$ cat src/rtl/i2s_ser_pkg.sv
package i2s_ser_pkg;

  typedef enum logic [1:0] {
    FMT_I2S   = 2'd0,
    FMT_LEFT  = 2'd1,
    FMT_RIGHT = 2'd2
  } fmt_e;

  localparam int unsigned SLOT_BITS = 32;

  // Map the raw mode code to a framing mode; code 3 falls back to standard.
  function automatic fmt_e decode_fmt(input logic [1:0] code);
    case (code)
      2'd1:    return FMT_LEFT;
      2'd2:    return FMT_RIGHT;
      default: return FMT_I2S;
    endcase
  endfunction

  // Clamp a requested word length into 1..maxw.
  function automatic logic [4:0] clamp_wl(input logic [4:0] raw, input int unsigned maxw);
    if (raw == 5'd0) return 5'd1;
    if (32'(raw) > maxw) return 5'(maxw);
    return raw;
  endfunction

  // Value of slot k of a half-frame for a right-aligned word of w bits.
  function automatic logic slot_bit(input fmt_e f, input logic [4:0] w,
                                    input logic [4:0] k, input logic [31:0] word);
    logic [5:0] kk;
    logic [5:0] ww;
    logic [4:0] idx;
    logic       hit;
    kk  = {1'b0, k};
    ww  = {1'b0, w};
    hit = 1'b0;
    idx = 5'd0;
    case (f)
      FMT_LEFT: begin
        hit = (kk < ww);
        idx = 5'(ww - 6'd1 - kk);
      end
      FMT_RIGHT: begin
        hit = (kk >= 6'(SLOT_BITS) - ww);
        idx = 5'(6'd31 - kk);
      end
      default: begin
        hit = (kk >= 6'd1) && (kk <= ww);
        idx = 5'(ww - kk);
      end
    endcase
    return hit ? word[idx] : 1'b0;
  endfunction

endpackage

$ cat src/rtl/i2s_clkdiv.sv
module i2s_clkdiv #(
  parameter int DIVW = 8
) (
  input  logic            clk,
  input  logic            rst_n,
  input  logic [DIVW-1:0] half_m1,
  output logic            sclk,
  output logic            fall_tick
);

  logic [DIVW-1:0] cnt;
  logic            wrap;

  assign wrap      = (cnt >= half_m1);
  assign fall_tick = wrap && sclk;

  always_ff @(posedge clk) begin
    if (!rst_n) begin
      cnt  <= '0;
      sclk <= 1'b0;
    end else if (wrap) begin
      cnt  <= '0;
      sclk <= ~sclk;
    end else begin
      cnt  <= cnt + 1'b1;
    end
  end

  // the bit clock only falls where the tick announced it
  a_r2_fall_on_tick: assert property (@(posedge clk) disable iff (!rst_n)
    $fell(sclk) |-> $past(fall_tick));

  // a tick always produces a falling bit clock
  a_r1_tick_falls: assert property (@(posedge clk) disable iff (!rst_n)
    fall_tick |=> !sclk);

endmodule

$ cat src/rtl/i2s_framer.sv
module i2s_framer (
  input  logic       clk,
  input  logic       rst_n,
  input  logic       fall_tick,
  output logic [5:0] pos_next,
  output logic       frame_start,
  output logic       lrclk
);

  logic [5:0] pos;

  assign pos_next    = pos + 6'd1;
  assign frame_start = fall_tick && (pos_next == 6'd0);

  always_ff @(posedge clk) begin
    if (!rst_n) begin
      pos   <= 6'd63;
      lrclk <= 1'b1;
    end else if (fall_tick) begin
      pos   <= pos_next;
      lrclk <= pos_next[5];
    end
  end

  // word clock holds between falling bit-clock edges
  a_r2_lr_hold: assert property (@(posedge clk) disable iff (!rst_n)
    !fall_tick |=> $stable(lrclk));

  // word clock only toggles at a half-frame boundary
  a_r3_lr_mid_half: assert property (@(posedge clk) disable iff (!rst_n)
    (fall_tick && pos_next[4:0] != 5'd0) |=> $stable(lrclk));

endmodule

$ cat src/rtl/i2s_lane.sv
module i2s_lane
  import i2s_ser_pkg::*;
#(
  parameter int SW = 24
) (
  input  logic          clk,
  input  logic          rst_n,
  input  logic          fall_tick,
  input  fmt_e          fmt,
  input  logic [4:0]    wl,
  input  logic [5:0]    pos_next,
  input  logic [SW-1:0] word_l,
  input  logic [SW-1:0] word_r,
  output logic          sd
);

  localparam int PADW = 32 - SW;

  logic [31:0] word_ext;
  logic [4:0]  k_next;

  assign k_next   = pos_next[4:0];
  assign word_ext = {{PADW{1'b0}}, (pos_next[5] ? word_r : word_l)};

  always_ff @(posedge clk) begin
    if (!rst_n) sd <= 1'b0;
    else if (fall_tick) sd <= slot_bit(fmt, wl, k_next, word_ext);
  end

  // data holds between falling bit-clock edges
  a_r2_sd_hold: assert property (@(posedge clk) disable iff (!rst_n)
    !fall_tick |=> $stable(sd));

  // left-justified slots past the word are zero
  a_r5_left_pad: assert property (@(posedge clk) disable iff (!rst_n)
    (fall_tick && fmt == FMT_LEFT && k_next >= wl) |=> !sd);

  // right-justified slots before the word are zero
  a_r6_right_pad: assert property (@(posedge clk) disable iff (!rst_n)
    (fall_tick && fmt == FMT_RIGHT && {1'b0, k_next} < (6'd32 - {1'b0, wl})) |=> !sd);

endmodule

$ cat src/rtl/i2s_quad_tx.sv
module i2s_quad_tx
  import i2s_ser_pkg::*;
#(
  parameter int LANES = 4,
  parameter int SW    = 24,
  parameter int DIVW  = 8
) (
  input  logic                    clk_m,
  input  logic                    rst_n,
  input  logic [DIVW-1:0]         cfg_div,
  input  logic [1:0]              cfg_mode,
  input  logic [4:0]              cfg_wl,
  input  logic                    in_valid,
  output logic                    in_ready,
  input  logic [LANES*2*SW-1:0]   in_samples,
  output logic                    sclk,
  output logic                    lrclk,
  output logic [LANES-1:0]        sd,
  output logic                    underrun
);

  localparam int SETW = LANES * 2 * SW;

  logic            fall_tick;
  logic            frame_start;
  logic [5:0]      pos_next;
  logic [SETW-1:0] pend;
  logic            pend_full;
  logic [SETW-1:0] act;
  fmt_e            fmt_q;
  logic [4:0]      wl_q;
  logic            accept;
  logic [SETW-1:0] set_sel;
  fmt_e            fmt_sel;
  logic [4:0]      wl_sel;

  assign in_ready = !pend_full;
  assign accept   = in_valid && !pend_full;

  // Values that apply to the slot being launched now.
  assign set_sel = (frame_start && pend_full) ? pend : act;
  assign fmt_sel = frame_start ? decode_fmt(cfg_mode) : fmt_q;
  assign wl_sel  = frame_start ? clamp_wl(cfg_wl, SW) : wl_q;

  i2s_clkdiv #(.DIVW(DIVW)) u_div (
    .clk       (clk_m),
    .rst_n     (rst_n),
    .half_m1   (cfg_div),
    .sclk      (sclk),
    .fall_tick (fall_tick)
  );

  i2s_framer u_frm (
    .clk         (clk_m),
    .rst_n       (rst_n),
    .fall_tick   (fall_tick),
    .pos_next    (pos_next),
    .frame_start (frame_start),
    .lrclk       (lrclk)
  );

  always_ff @(posedge clk_m) begin
    if (!rst_n) begin
      pend      <= '0;
      pend_full <= 1'b0;
      act       <= '0;
      fmt_q     <= FMT_I2S;
      wl_q      <= 5'd1;
      underrun  <= 1'b0;
    end else begin
      if (accept) begin
        pend      <= in_samples;
        pend_full <= 1'b1;
      end
      if (frame_start) begin
        fmt_q    <= fmt_sel;
        wl_q     <= wl_sel;
        underrun <= !pend_full;
        if (pend_full) begin
          act       <= pend;
          pend_full <= 1'b0;
        end
      end
    end
  end

  for (genvar l = 0; l < LANES; l++) begin : g_lane
    i2s_lane #(.SW(SW)) u_lane (
      .clk       (clk_m),
      .rst_n     (rst_n),
      .fall_tick (fall_tick),
      .fmt       (fmt_sel),
      .wl        (wl_sel),
      .pos_next  (pos_next),
      .word_l    (set_sel[(2*l)*SW +: SW]),
      .word_r    (set_sel[(2*l+1)*SW +: SW]),
      .sd        (sd[l])
    );
  end

  // an accepted set closes the buffer
  a_r9_ready_drop: assert property (@(posedge clk_m) disable iff (!rst_n)
    (in_valid && in_ready) |=> !in_ready);

  // the buffer only reopens at a frame start
  a_r9_reopen_at_frame: assert property (@(posedge clk_m) disable iff (!rst_n)
    $rose(in_ready) |-> $past(frame_start));

  // the underrun flag only moves on a frame boundary
  a_r10_flag_at_frame: assert property (@(posedge clk_m) disable iff (!rst_n)
    $changed(underrun) |-> $past(frame_start));

  // a frame started with an empty buffer is flagged
  a_r10_empty_flags: assert property (@(posedge clk_m) disable iff (!rst_n)
    (frame_start && !pend_full) |=> underrun);

endmodule

$ cat config.mk
export PLATFORM = sky130hd
export DESIGN_NAME = i2s_quad_tx
export DESIGN_NICKNAME = d
export VERILOG_FILES = /design/src/rtl/i2s_ser_pkg.sv /design/src/rtl/i2s_clkdiv.sv /design/src/rtl/i2s_framer.sv /design/src/rtl/i2s_lane.sv /design/src/rtl/i2s_quad_tx.sv
export SDC_FILE = /design/constraint.sdc
export NUM_CORES = 1
export LEC_CHECK = 0
export BUFFER_PORTS_ARGS = -buffer_cell sky130_fd_sc_hd__buf_4
export CELL_PAD_IN_SITES_DETAIL_PLACEMENT = 1
export CELL_PAD_IN_SITES_GLOBAL_PLACEMENT = 2
export CORE_UTILIZATION = 34
export CTS_BUF_LIST = sky130_fd_sc_hd__clkbuf_16
export DETAILED_ROUTE_END_ITERATION = 7
export PLACE_DENSITY = 0.75
export SETUP_SLACK_MARGIN = 0.2
export SLEW_MARGIN = 5
export SYNTH_ARGS = -nofsm -noshare
export SYNTH_HDL_FRONTEND = slang
export SYNTH_HIERARCHICAL = 1
export SYNTH_SLANG_ARGS = --single-unit
$ cat constraint.sdc
create_clock -name clk_m -period 6.62 [get_ports clk_m]
set_input_delay 1.324 -clock clk_m [delete_from_list [all_inputs] [get_ports clk_m]]
set_output_delay 1.324 -clock clk_m [all_outputs]
set_load 0.01 [all_outputs]
==> results.cfg <==
[die]
die_y_um = 259
die_x_um = 259
initial_core_util_pct = 34.6
core_um2 = 64900
die_area_um2 = 67200
rows = 93
ios = 218

[pwr]
power.density_nw_per_um2 = 214
p_leak_nw = 11.2
p_seq_share_pct = 46.3
p_comb_share_pct = 7.0
switching_share_pct = 23.8
power_frac_clock_pct = 46.7
p_switching_mw = 1.34
power_mw = 5.62
p_int_mw = 4.28
vdd_drop_max_v = 0.000193

[final_layout]
area_delta_synth_final_pct = 16.6
layout_commonest_cell = nand2_1
final_cell_mix = nand2_1, dfxtp_1, buf_4, and2_1, a21boi_0
multi_input_area_um2 = 13000
fin_nets = 2801
final_cells = 3412
fillers = 7387
layout-drive-gt1-share_pct = 22.5
regArea_um2 = 8250

[timing]
setup_violations = 0
tightest_slew_ns = 1.07
finalMaxSlewViolations = 0
fin_crit_sh_pct = 86.5
final.setup.tns_ns = 0
hold_viol = 0
relSlewSlack_pct = 28.3
fin_crit_ns = 5.73
rsz0062_at_grt = false
skew_ns = 0.0295
fin_ws_ns = 0.894
max_freq_ghz = 0.175

[placed_design]
gp_congestion = 0.870
hpwl_mm = 45.3
preCtsSetupSlack_ns = 0.253
dp_cells = 3320
io_buffers = 217

[detailed_routing]
wire_per_inst_um = 18.7
drtIter0Drc = 749
vias = 17400
finalWirelength_mm = 64.0
drc = 0
drt-pass1-iter-count = 5
final_antenna_net_count = 0
viasPerCell = 5.10

[critical_path]
cp_slowest_cell = o21ai_1
critPathBufInv = 4
cp_cell_sequence = buf_4 > inv_1 > ha_1 > and4_1 > o21ai_0 > o21a_1 > nor2_2 > nand2_1 > a311oi_2 > nand3b_1 > o21ai_1 > ha_1 > buf_4 > inv_1 > nand2_1 > a211oi_1 > o21ai_0 > a31o_1 > o2111ai_1 > a31oi_1
r2r_slack_ns = 1.38
critical_path.top_delay_family = compound AO/OA/AOI/OAI gates
worst_setup_path_end_kind = flop
cp_slowest_stage_delay_ns = 0.59
crit_type = in -> reg
crit_path_start_kind = primary input
worstPathArrival_ns = 6.20
critPathMaxFanout = 19
cp.required_ns = 7.09

[logic_synthesis]
synth_flop_cell = dfxtp_1
ys_warn_count = 6
netlist_area_um2 = 22500
synth_cells = 2380
synthesis.nets = 2665
yosys.area.top_type_share_pct = 36.7
yosysTopAreaCell = dfxtp_1
synth_cell_types = 60
yosysSeqAreaShare_pct = 36.7
synth.avg_cell_area_um2 = 9.45
ys_async_sr_fraction_pct = 0
synth_area_leaders = dfxtp_1, mux2_4, nand2_1, a21boi_0, and2_1
synth_edf_count = 0
ys_ff_latch = 412

[clocking]
ctsResizeCount = 0
ctsHtreeMaxLevel = 2
ctsHoldBuffers = 0
clock_path_buffers = 3
cts.clk_slew.worst_paths_ns = 0.06
root_buffer = clkbuf_16
cts_buffers = 49
insertion_delay_ns = 0.59
postCtsSetupBuffers = 0
clock_sinks = 412
cts_tree = yes

[global_route]
grtUsageTotal_pct = 19.0
grt_start_max_net_pins = 194
grt_overflow = 0
grt_pass1_vias = 18200
grt_antenna_before_repair = 1
grt_pass1_wl_mm = 103

[run_status]
outcome = finished clean

[worst_hold_path]
worstHoldPathType = reg -> reg

[flow_run]
max_cap_violations = 0
==> registers in the layout (all words and copies together) (netlist names) <==
name	cells
u_div/cnt	8
pend_full	1
fmt_q	2
u_frm/pos	5
pend	192
underrun	1
u_div/sclk	1
g_lane.u_lane/sd	4
wl_q	5
act	192
u_frm/lrclk	1
==> area by class of cell <==
cell class              count  area share (%)
repair buffers            249            7.40
well taps                 855            4.08
flip-flops and latches    412            31.5
multi-input cells        1701            49.6
inverters                 103            1.47
diodes                      1         0.00954
clock buffers              51            4.87
clock inverters            40            1.10
==> power by group through the flow <==
stage          sequential [mW]  combinational (mW)  clock (mW)
2_1_floorplan             2.64               0.224           0
6_report                  2.60               0.391        2.63
3_3_place_gp              2.65               0.392           0
5_1_grt                   2.61               0.440        2.83
3_5_place_dp              2.66               0.402           0
4_1_cts                   2.60               0.404        2.72
==> metal layers <==
layer	GRT usage, %	vias up	share of wire [%]
met4	5.34	0	2.3
met5	0	-	0
li1	-	8555	-
met3	2.85	93	3.5
met2	32.2	285	48
met1	24.9	8480	47
==> worst register-to-register path, stage by stage (launching register included) <==
cell       delay, ns
dfxtp_1         0.35
ha_1            0.30
and4_1          0.26
o21ai_0         0.15
o21a_1          0.22
nor2_2          0.14
nand2_1         0.08
a311oi_2        0.56
nand3b_1        0.14
o21ai_1         0.59
ha_1            0.44
buf_4           0.22
inv_1           0.36
nand2_1         0.29
a211oi_1        0.33
o21ai_0         0.14
a31o_1          0.23
o2111ai_1       0.22
a31oi_1         0.11
==> through the flow <==
| stage | hold slack, ns | area [µm²] | util [%] |
|---|---|---|---|
| after detailed placement | 0.459 | 24700 | 38.0 |
| after global placement | 0.453 | 24700 | 38.0 |
| after floorplan | 0.430 | 22500 | - |
| final | 0.465 | 26200 | 40.4 |
| after global routing | 0.479 | 26200 | 40.4 |
| after CTS | 0.469 | 26200 | 40.4 |
==> path summary, 6_finish.rpt <==
kind,start,endpoint,depth (start not counted)
setup / recovery,cfg_div[5],g_lane[0].u_lane/sd,20
hold / removal,u_div/cnt[0],u_div/cnt[0],1
setup reg to reg,u_div/cnt[5],g_lane[0].u_lane/sd,18
hold reg to reg,u_div/cnt[0],u_div/cnt[0],1
==> cell families (layout without fill, tap and decap cells) <==
logic type,Yosys count,count (layout),synth area share (%)
and+or+nand+nor,843,843,18.2
AOI/OAI and AO/OA,490,490,16.6
DFF,412,412,36.7
buffers and inverters,267,443,5.77
muxes,251,251,16.7
adders and majority gates,75,75,4.44
xor gates and xnor gates,42,42,1.64
other,0,1,0
==> cell usage after synthesis (11+ instances only) <==
master	number
a221oi_1	12
nand4_1	14
o21ai_0	44
mux2i_1	22
o2111ai_1	40
nand2_1	445
a21boi_0	194
clkbuf_1	73
and2_1	205
xnor2_1	17
mux2_4	180
mux4_2	24
buf_2	51
a21o_1	16
dfxtp_1	412
buf_4	12
a211oi_1	29
buf_6	25
nand2b_1	15
ha_1	67
inv_1	103
and3_1	41
mux2_2	25
nor3_1	11
nor2_1	41
o211ai_1	12
xor2_1	25
o311ai_0	32
nand3_1	15
a211o_1	21
nor2b_1	15
a21oi_1	31
Note: power is estimated with default switching activity, not from simulation.
